**src/rtl/lsg_pkg.sv**
```systemverilog
package lsg_pkg;
   localparam int LSG_LOOPS  = 3;
   localparam int LSG_FLAG_W = LSG_LOOPS + 1;

   typedef enum logic [1:0] {
      OP_QUERY = 2'd0,
      OP_STEP  = 2'd1,
      OP_WALK  = 2'd2,
      OP_PEEK  = 2'd3
   } lsg_op_e;
endpackage

```
**src/rtl/lsg_level.sv**
```systemverilog
module lsg_level #(
   parameter int W = 6
) (
   input  logic         clk,
   input  logic         rst,
   input  logic         clr,
   input  logic         adv,
   input  logic [W-1:0] lim,
   output logic         at_end
);
   logic [W-1:0] cnt_q;

   assign at_end = (cnt_q == lim);

   always_ff @(posedge clk) begin
      if (rst || clr)  cnt_q <= '0;
      else if (adv)    cnt_q <= at_end ? '0 : cnt_q + 1'b1;
   end

   // counter stays inside its extent
   a_r4_in_range: assert property (@(posedge clk) disable iff (rst)
      cnt_q <= lim);
   // advance below the limit counts up by one
   a_r4_count: assert property (@(posedge clk) disable iff (rst)
      (adv && !clr && !at_end) |=> (cnt_q == $past(cnt_q) + 1'b1));
   // advance at the limit wraps to zero
   a_r4_wrap: assert property (@(posedge clk) disable iff (rst)
      (adv && !clr && at_end) |=> (cnt_q == '0));
endmodule

```
**src/rtl/lsg_outreg.sv**
```systemverilog
module lsg_outreg #(
   parameter int IW = 18,
   parameter int FW = 4
) (
   input  logic          clk,
   input  logic          rst,
   input  logic          flush,
   input  logic          emit,
   input  logic [IW-1:0] d_idx,
   input  logic [FW-1:0] d_flags,
   input  logic          rdy,
   output logic          space,
   output logic          v,
   output logic [IW-1:0] idx,
   output logic [FW-1:0] flags
);
   assign space = !v || rdy;

   always_ff @(posedge clk) begin
      if (rst || flush) v <= 1'b0;
      else if (emit)    v <= 1'b1;
      else if (rdy)     v <= 1'b0;
   end

   always_ff @(posedge clk) begin
      if (rst) begin
         idx   <= '0;
         flags <= '0;
      end else if (emit) begin
         idx   <= d_idx;
         flags <= d_flags;
      end
   end

   // stalled output holds
   a_r8_hold: assert property (@(posedge clk) disable iff (rst)
      (v && !rdy && !flush) |=> (v && $stable(idx) && $stable(flags)));
   // last-element flag only together with every loop-end flag
   a_r5_last_flags: assert property (@(posedge clk) disable iff (rst)
      (v && flags[FW-1]) |-> (&flags[FW-2:0]));
endmodule

```
**src/rtl/loop_sched_gen.sv**
```systemverilog
module loop_sched_gen
   import lsg_pkg::*;
#(
   parameter int DIM_W = 6
) (
   input  logic                         clk,
   input  logic                         rst,
   input  logic                         load,
   input  logic [DIM_W-1:0]             ext_x,
   input  logic [DIM_W-1:0]             ext_y,
   input  logic [DIM_W-1:0]             ext_z,
   input  logic                         cmd_valid,
   input  logic [1:0]                   cmd_op,
   output logic                         cmd_ready,
   output logic                         o_valid,
   input  logic                         o_ready,
   output logic [LSG_LOOPS*DIM_W-1:0]   o_index,
   output logic [LSG_FLAG_W-1:0]        o_flags
);
   localparam int IDX_W = LSG_LOOPS * DIM_W;

   if (DIM_W < 1 || DIM_W > 10) begin : g_bad_dim
      $error("loop_sched_gen: DIM_W must lie in 1..10");
   end

   lsg_op_e                 op;
   logic [IDX_W-1:0]        ext_all;
   logic [DIM_W-1:0]        lim_q [LSG_LOOPS];
   logic [LSG_LOOPS-1:0]    lvl_end;
   logic [LSG_LOOPS-1:0]    cum_end;
   logic [LSG_LOOPS-1:0]    adv;
   logic [IDX_W-1:0]        idx_q;
   logic [LSG_FLAG_W-1:0]   cur_flags;
   logic                    walking_q;
   logic                    space;
   logic                    accept, start_walk, emit, advance, clr_all, last;

   assign op      = lsg_op_e'(cmd_op);
   assign ext_all = {ext_z, ext_y, ext_x};

   always_ff @(posedge clk) begin
      for (int i = 0; i < LSG_LOOPS; i++) begin
         if (rst)       lim_q[i] <= '0;
         else if (load) lim_q[i] <= ext_all[i*DIM_W +: DIM_W];
      end
   end

   assign cmd_ready  = !walking_q && space;
   assign accept     = cmd_valid && cmd_ready && !load;
   assign start_walk = accept && (op == OP_WALK);
   assign emit       = !load && ((accept && op != OP_WALK) || (walking_q && space));
   assign advance    = !load && ((accept && op == OP_STEP) || (walking_q && space));
   assign clr_all    = load || start_walk;
   assign last       = cum_end[LSG_LOOPS-1];
   assign adv[0]     = advance;

   for (genvar i = 0; i < LSG_LOOPS; i++) begin : g_lvl
      lsg_level #(.W(DIM_W)) u_lvl (
         .clk    (clk),
         .rst    (rst),
         .clr    (clr_all),
         .adv    (adv[i]),
         .lim    (lim_q[i]),
         .at_end (lvl_end[i])
      );
      if (i == 0) begin : g_first
         assign cum_end[i] = lvl_end[i];
      end else begin : g_outer
         assign cum_end[i] = cum_end[i-1] && lvl_end[i];
      end
      if (i < LSG_LOOPS - 1) begin : g_carry
         assign adv[i+1] = adv[i] && lvl_end[i];
      end
   end

   assign cur_flags = {last, cum_end};

   always_ff @(posedge clk) begin
      if (rst || clr_all) idx_q <= '0;
      else if (advance)   idx_q <= last ? '0 : idx_q + 1'b1;
   end

   always_ff @(posedge clk) begin
      if (rst || load)                    walking_q <= 1'b0;
      else if (start_walk)                walking_q <= 1'b1;
      else if (walking_q && space && last) walking_q <= 1'b0;
   end

   lsg_outreg #(.IW(IDX_W), .FW(LSG_FLAG_W)) u_out (
      .clk     (clk),
      .rst     (rst),
      .flush   (load),
      .emit    (emit),
      .d_idx   (idx_q),
      .d_flags (cur_flags),
      .rdy     (o_ready),
      .space   (space),
      .v       (o_valid),
      .idx     (o_index),
      .flags   (o_flags)
   );

   // a step below the last element moves the index up by one
   a_r3_step_inc: assert property (@(posedge clk) disable iff (rst)
      (advance && !last && !load) |=> (idx_q == $past(idx_q) + 1'b1));
   // a step on the last element returns the index to zero
   a_r6_wrap_zero: assert property (@(posedge clk) disable iff (rst)
      (advance && last && !load) |=> (idx_q == '0));
   // an active walk with room in the output produces an element
   a_r7_walk_feeds: assert property (@(posedge clk) disable iff (rst)
      (walking_q && space && !load) |=> o_valid);
   // load discards the pending output
   a_r11_load_clears: assert property (@(posedge clk) disable iff (rst)
      load |=> !o_valid);
endmodule

```
**config.mk**
```make
export PLATFORM = sky130hd
export DESIGN_NAME = loop_sched_gen
export DESIGN_NICKNAME = d
export VERILOG_FILES = /design/src/rtl/lsg_pkg.sv /design/src/rtl/lsg_level.sv /design/src/rtl/lsg_outreg.sv /design/src/rtl/loop_sched_gen.sv
export SDC_FILE = /design/constraint.sdc
export NUM_CORES = 1
export LEC_CHECK = 0
export CORE_ASPECT_RATIO = 1.4
export CORE_MARGIN = 5
export CORE_UTILIZATION = 62
export CTS_CLUSTER_DIAMETER = 120
export CTS_CLUSTER_SIZE = 10
export DETAILED_ROUTE_END_ITERATION = 12
export DONT_BUFFER_PORTS = 1
export PLACE_DENSITY = 0.82
export SETUP_SLACK_MARGIN = 0.3
export SYNTH_ARGS = -nofsm -noshare
export SYNTH_HDL_FRONTEND = slang
export SYNTH_HIERARCHICAL = 1
export SYNTH_SLANG_ARGS = --single-unit
```
**constraint.sdc**
```tcl
create_clock -name clk -period 2.96 [get_ports clk]
set_input_delay 0.592 -clock clk [delete_from_list [all_inputs] [get_ports clk]]
set_output_delay 0.592 -clock clk [all_outputs]
set_load 0.01 [all_outputs]
```
==> results of run 1 <==
power groups by stage:
stage / clock, mW / combinational, mW / sequential, mW
finish: 0.797 / 0.0881 / 1.12
global route: 0.866 / 0.0987 / 1.12
CTS: 0.816 / 0.0894 / 1.12
detailed placement: 0 / 0.0891 / 1.15
global placement: 0 / 0.0870 / 1.15
floorplan: 0 / 0.0864 / 1.14
cells in the mapped netlist, types with 5 or more instances:
cell	number	area share, %
xor2_1	16	4.0
and2_1	21	3.8
nand4_1	10	1.8
o21ai_0	7	1.0
edfxtp_1	18	15
o31ai_1	5	1.1
dfxtp_1	60	34
xnor2_1	24	6.0
mux2i_1	26	7.4
or3_1	5	0.89
a21oi_1	12	1.7
or4_1	6	1.3
nor2_1	58	6.2
nand2b_1	5	0.89
nand2_1	12	1.3
nand3_1	7	1.0
metrics by stage:
stage          util [%]  instances  setup WS, ns
2_1_floorplan         -        341        0.9721
3_3_place_gp      63.53        398        0.6123
3_5_place_dp      63.53        398        0.5384
4_1_cts           67.13        414        0.6873
5_1_grt           67.13        414        0.4816
6_report          67.13        414        0.7374
logic make-up (layout without fill, tap and decap cells):
family                   Yosys count  in the layout
AO/OA/AOI/OAI                     36             36
adder cells (fa/ha/maj)            4              4
flip-flops                        78             78
multiplexers                      26             26
buffers and inverters             18             23
AND/OR/NAND/NOR                  139            139
XOR/XNOR                          40             40
worst paths after layout:
check / end / cells after the start / from / slack [ns]
max: g_lvl[2].u_lvl/cnt_q[5] / 10 / g_lvl[0].u_lvl/cnt_q[2] / 0.74
max reg2reg: g_lvl[2].u_lvl/cnt_q[5] / 10 / g_lvl[0].u_lvl/cnt_q[2] / 0.74
min: u_out/idx[17] / 1 / rst / 0.29
min reg2reg: idx_q[17] / 2 / idx_q[17] / 0.49
worst max-delay path, cell delays in order, from the launching register on:
cell     delay, ns
dfxtp_1       0.43
xnor2_1       0.15
nand4_1       0.16
nor2_1        0.12
buf_4         0.14
and2_1        0.14
nor2b_1       0.37
nand4_1       0.19
nor2_1        0.19
xnor2_1       0.13
nor2_1        0.06
cell type report:
cell class	instances	area, sq um	share of cell area, %
multi-input cells	245	1620	44.00
inverters	4	15.01	0.4077
clock inverters	6	70.07	1.903
clock buffers	10	127.6	3.466
flip-flops and latches	78	1742	47.30
well taps	68	85.08	2.311
repair buffers	3	22.52	0.6116
per-layer routing:
layer / vias to the layer above / part of all wire, %
met4: 0 / 2.7
met1: 1039 / 40
met2: 52 / 52
met5: - / 0
li1: 1177 / -
met3: 14 / 5.5
sequential cells by signal (all words and copies together), names as in the netlist:
| name | cells |
|---|---|
| idx_q | 18 |
| u_out/idx | 18 |
| u_out/v | 1 |
| u_out/flags | 4 |
| g_lvl.u_lvl/cnt_q | 18 |
| lim_q | 18 |
| walking_q | 1 |
==> flow_metrics.env, run 1 <==
export IMPL_status="complete, no violations"
export IMPL_vdd_ir_drop_worst_uv=521.4
export IMPL_fin_crit_sh_pct=75.09
export IMPL_clock_path_buffers=2
export IMPL_crit_fanout=6
export IMPL_synthFlopType="dfxtp_1"
export IMPL_clk_pin_slew_ns=0.09
export IMPL_synth_xor_area_share_pct=10.01
export IMPL_antenna_found_initial=0
export IMPL_grt_busiest_layer="met2"
export IMPL_swShare_pct=22.99
export IMPL_cp_arrival_ns=2.45
export IMPL_clock_sinks=78
export IMPL_vias=2282
export IMPL_drt_iter0_markers=134
export IMPL_synth_warnings=6
export IMPL_core_rowCount=32
export IMPL_hold_class="input port to register"
export IMPL_initial_utilization_pct=63.80
export IMPL_drc=0
export IMPL_grt_pass1_vias=2280
export IMPL_max_freq_mhz=449.9
export IMPL_h_tree_depth=3
export IMPL_seq_area_frac_synth_pct=49.77
export IMPL_cts_buffers=9
export IMPL_fin_skew_ns=0.01270
export IMPL_synth_compound_area_share_pct=6.936
export IMPL_worst_slew_pin_slew_ns=0.7012
export IMPL_coreArea_sq_um=5485
export IMPL_setup_viol=0
export IMPL_period_needed_ns=2.223
export IMPL_viasPerCell=5.512
export IMPL_synth_seq_cells=78
export IMPL_met3_usage_pct=5.306
export IMPL_seqPwrFrac_pct=55.9
export IMPL_end_kind="register"
export IMPL_final_cell_mix="60 x dfxtp_1, 57 x nor2_1, 26 x mux2i_1"
export IMPL_synth_simple_area_share_pct=20.41
export IMPL_required_ns=3.19
export IMPL_grt_pass1_wl_mm=10.17
export IMPL_p_clk_share_pct=39.7
export IMPL_muxShareOfSynthArea_pct=7.437
export IMPL_dr_pass1_iters=4
export IMPL_die_width_um=73.50
export IMPL_root_buffer="clkbuf_8"
export IMPL_wirelength_mm=5.969
export IMPL_worstSkewPairLatency_ns=0.35
export IMPL_syn_area_sq_um=3500
export IMPL_drive_gt1_share_pct=8.382
export IMPL_diodes=0
export IMPL_p_sw_mw=0.4614
export IMPL_final_common_cell="dfxtp_1"
export IMPL_power_mw=2.007
export IMPL_synth_area_per_cell_sq_um=10.26
export IMPL_grt_use_total_pct=18.14
export IMPL_p_int_mw=1.545
export IMPL_dieArea_sq_um=7268
export IMPL_post_route_cell_area_sq_um=3682
export IMPL_synth_edf_count=18
export IMPL_syn_inst=341
export IMPL_routedWlPerCell_um=14.42
export IMPL_holdBufCountCts=0
export IMPL_path_class="register to register"
export IMPL_area_growth_pct=5.220
export IMPL_setup_tns_ns=0
export IMPL_synthesis_nets=370
export IMPL_grt_max_degree=29
export IMPL_async_flop_share_pct=0
export IMPL_power_density_nw_per_um2=545.0
export IMPL_cts_setup_buffers=0
export IMPL_io_pin_count=49
export IMPL_synth_cell_types=38
export IMPL_share_comb_of_total_power_pct=4.4
export IMPL_grt_overflow_total=0
export IMPL_rsz0062_at_grt="no"
export IMPL_die_y_um=98.90
export IMPL_cts_resized_gates=0
export IMPL_slew_headroom_pct=53.16
export IMPL_use_met1_pct=19.96
export IMPL_power_leakage_nw=1.268
export IMPL_met2_usage_pct=31.15
export IMPL_crit_path_start_kind="register"
export IMPL_cts_tree="done"
export IMPL_n_fill_cell=423
export IMPL_numPortBuffers=0
export IMPL_synth_top_family_by_area="simple AND/OR/NAND/NOR gates"
export IMPL_hpwl_mm=4.390
export IMPL_hold_slack_ns=0.2948
export IMPL_placed_cell_area_sq_um=3485
export IMPL_ant_nets=0
export IMPL_drv_slew=0
export IMPL_drv_cap=0
export IMPL_gp_congestion=0.7995
export IMPL_finalHoldViolations=0
export IMPL_finalNetCount=370
export IMPL_synth_fa_ha_area_share_pct=1.430
Power figures use the tool's default switching activity.
==> inputs of run 2 (changes only) <==
--- a/config.mk
+++ b/config.mk
@@ -5,14 +5,15 @@
 export SDC_FILE = /design/constraint.sdc
 export NUM_CORES = 1
 export LEC_CHECK = 0
+export ABC_AREA = 1
 export CORE_ASPECT_RATIO = 1.4
 export CORE_MARGIN = 5
-export CORE_UTILIZATION = 62
+export CORE_UTILIZATION = 57
 export CTS_CLUSTER_DIAMETER = 120
 export CTS_CLUSTER_SIZE = 10
 export DETAILED_ROUTE_END_ITERATION = 12
 export DONT_BUFFER_PORTS = 1
-export PLACE_DENSITY = 0.82
+export PLACE_DENSITY = 0.79
 export SETUP_SLACK_MARGIN = 0.3
 export SYNTH_ARGS = -nofsm -noshare
 export SYNTH_HDL_FRONTEND = slang
==> constraint.sdc (replaced) <==
create_clock -name clk -period 1.95 [get_ports clk]
set_input_delay 0.39 -clock clk [delete_from_list [all_inputs] [get_ports clk]]
set_output_delay 0.39 -clock clk [all_outputs]
set_load 0.01 [all_outputs]
==> flow_metrics.env, run 2 <==
export IMPL_status="complete, no violations"
export IMPL_path_class="register to register"
export IMPL_hold_slack_ns=0.1958
export IMPL_holdBufCountCts=0
export IMPL_hold_path_depth=3
export IMPL_grt_use_total_pct=21.43
export IMPL_fin_crit_sh_pct=95.82
export IMPL_power_mw=3.418
export IMPL_dieArea_sq_um=8465
export IMPL_seq_area_frac_synth_pct=45.58
export IMPL_cts_tree="done"
export IMPL_end_kind="register"
export IMPL_slew_headroom_pct=30.84
export IMPL_viasPerCell=5.365
export IMPL_setup_viol=0
export IMPL_worst_slack_ns=0.08160
export IMPL_ant_nets=0
export IMPL_clk_pin_slew_ns=0.08
export IMPL_cp_arrival_ns=2.11
export IMPL_finalNetCount=581
export IMPL_crit_fanout=4
export IMPL_wirelength_mm=9.795
export IMPL_diodes=0
export IMPL_dr_pass1_iters=4
export IMPL_syn_inst=520
export IMPL_antenna_found_initial=0
export IMPL_syn_area_sq_um=3821
export IMPL_finalHoldViolations=0
export IMPL_hold_path_endpoint="u_out/v"
export IMPL_cpMaxStageDelayCell="edfxtp_1"
export IMPL_grt_max_degree=24
export IMPL_coreArea_sq_um=6569
export IMPL_synth_area_leaders="dfxtp_1 31%, nor2_1 15%, edfxtp_1 14%"
export IMPL_ff2ff_setup_slack_ns=0.08
export IMPL_synth_edf_count=18
export IMPL_synth_cell_types=33
export IMPL_crit_path_start="lim_q[0][0]"
export IMPL_synth_warnings=6
export IMPL_cp_cell_sequence="nor2_1 > nor2_1 > nor2_1 > nand3_1 > inv_2 > nand2_4 > nor2_4 > nand2_2 > nor2_4 > xor2_1 > nor2_1"
export IMPL_yosys_top_cells_count="151 x nor2_1, 80 x inv_1, 80 x nand2_1, 60 x dfxtp_1, 29 x o21ai_0"
export IMPL_synthesis_nets=549
export IMPL_vias=3385
export IMPL_grt_pass1_vias=3313
export IMPL_clock_path_buffers=2
export IMPL_power_density_nw_per_um2=714.5
export IMPL_fin_skew_ns=0.01148
export IMPL_rsz0062_at_grt="yes"
export IMPL_gp_congestion=0.7980
export IMPL_drt_iter0_markers=230
export IMPL_grt_pass1_wl_mm=14.32
export IMPL_cp_common_cell="nor2_1"
export IMPL_r2r_end="g_lvl[2].u_lvl/cnt_q[3]"
export IMPL_max_freq_mhz=535.2
export IMPL_hold_class="input port to register"
export IMPL_worst_slew_pin_slew_ns=1.036
export IMPL_worstSkewPairLatency_ns=0.37
export IMPL_hpwl_mm=5.816
export IMPL_drive_gt1_share_pct=27.65
export IMPL_drv_cap=0
export IMPL_final_cell_mix="130 x nor2_1, 75 x inv_1, 63 x nand2_1"
export IMPL_numPortBuffers=0
export IMPL_synth_seq_cells=78
export IMPL_max_stage_delay_ns=0.41
export IMPL_required_ns=2.19
export IMPL_grt_overflow_total=0
export IMPL_yosys_area_top_type_share_pct=31.43
export IMPL_path_buf_inv=1
export IMPL_drc=0
export IMPL_hp_start="load"
export IMPL_h_tree_depth=3
export IMPL_routedWlPerCell_um=15.52
export IMPL_period_needed_ns=1.868
export IMPL_power_leakage_nw=2.073
export IMPL_root_buffer="clkbuf_8"
export IMPL_initial_utilization_pct=58.17
export IMPL_dp_slack_ns=0.04897
export IMPL_io_pin_count=49
export IMPL_synthFlopType="dfxtp_1"
export IMPL_async_flop_share_pct=0
export IMPL_core_rowCount=35
export IMPL_synth_area_per_cell_sq_um=7.348
export IMPL_yosysMostFrequentCell="nor2_1"
export IMPL_r2r_start="lim_q[0][0]"
export IMPL_clock_sinks=78
export IMPL_area_growth_pct=25.18
export IMPL_die_y_um=106.9
export IMPL_synth_top_area_cell="dfxtp_1"
export IMPL_timing_reg2reg_worst_path_depth=11
export IMPL_crit_path_start_kind="register"
export IMPL_vdd_ir_drop_worst_uv=452.5
export IMPL_crit_family="simple AND/OR/NAND/NOR gates"
export IMPL_die_width_um=79.20
export IMPL_drv_slew=0
export IMPL_final_common_cell="nor2_1"
export IMPL_cts_buffers=9
==> run 2: power breakdown <==
part           switching [mW]  total, mW  internal, mW
logic                   0.182      0.302         0.120
clock network           0.600       1.36         0.759
registers              0.0495       1.76          1.71
==> run 2: metal layers <==
metal  vias to the layer above  track usage, %  share of wire [%]
met3                        31           6.050                5.1
met2                        94           39.82                 54
li1                       1661               -                  -
met4                         0           9.828                3.7
met5                         -               0                  0
met1                      1599           21.68                 37
==> run 2: logic make-up after synthesis <==
kind of cell | Yosys count | share of synthesized area, %
simple gates | 282 | 31.47
buf+inv | 92 | 10.41
flops | 78 | 45.58
compound gates | 42 | 6.091
xor+xnor | 19 | 4.355
fa+ha+maj | 4 | 1.310
mux | 3 | 0.7859
==> run 2: per-stage QoR <==
stage               instance area (sq um)  TNS (ns)  std cells  util (%)
global route                         4783  -0.04087        631     72.82
CTS                                  4339         0        619     66.06
detailed placement                   3953         0        593     60.17
finish                               4783         0        631     72.82
floorplan                            3857         0        520         -
global placement                     3953         0        593     60.17
==> run 2: tightest hold or removal path, cell delays in order <==
cell     delay, ns
inv_1         0.03
nand2_1       0.06
a21oi_1       0.05
==> run 2: what timing repair did <==
item	4_1_cts	5_1_grt
endpoints found under the setup margin	37	60
setup buffers	9	8
cloned	1	4
pin swaps	20	70
resized for setup	32	110
==> run 2: area by class of cell <==
cell class / instances / area [sq um]
sequential: 78 / 1752
inverter: 81 / 319.1
clock inverter: 5 / 80.08
fill: 460 / 1785
tap: 74 / 92.59
timing repair buffer: 32 / 364.1
multi-input combinational: 350 / 2034
clock buffer: 11 / 141.4
==> run 2: how the worst max path moves through the flow <==
stage	to	slack (ns)	depth (start not counted)
after floorplan	g_lvl[1].u_lvl/cnt_q[5]	0.17	14
after global placement	idx_q[13]	0.15	14
after detailed placement	idx_q[11]	0.05	14
after CTS	idx_q[7]	0.19	14
after global routing	g_lvl[2].u_lvl/cnt_q[5]	-0.02	12
final	g_lvl[2].u_lvl/cnt_q[3]	0.08	11
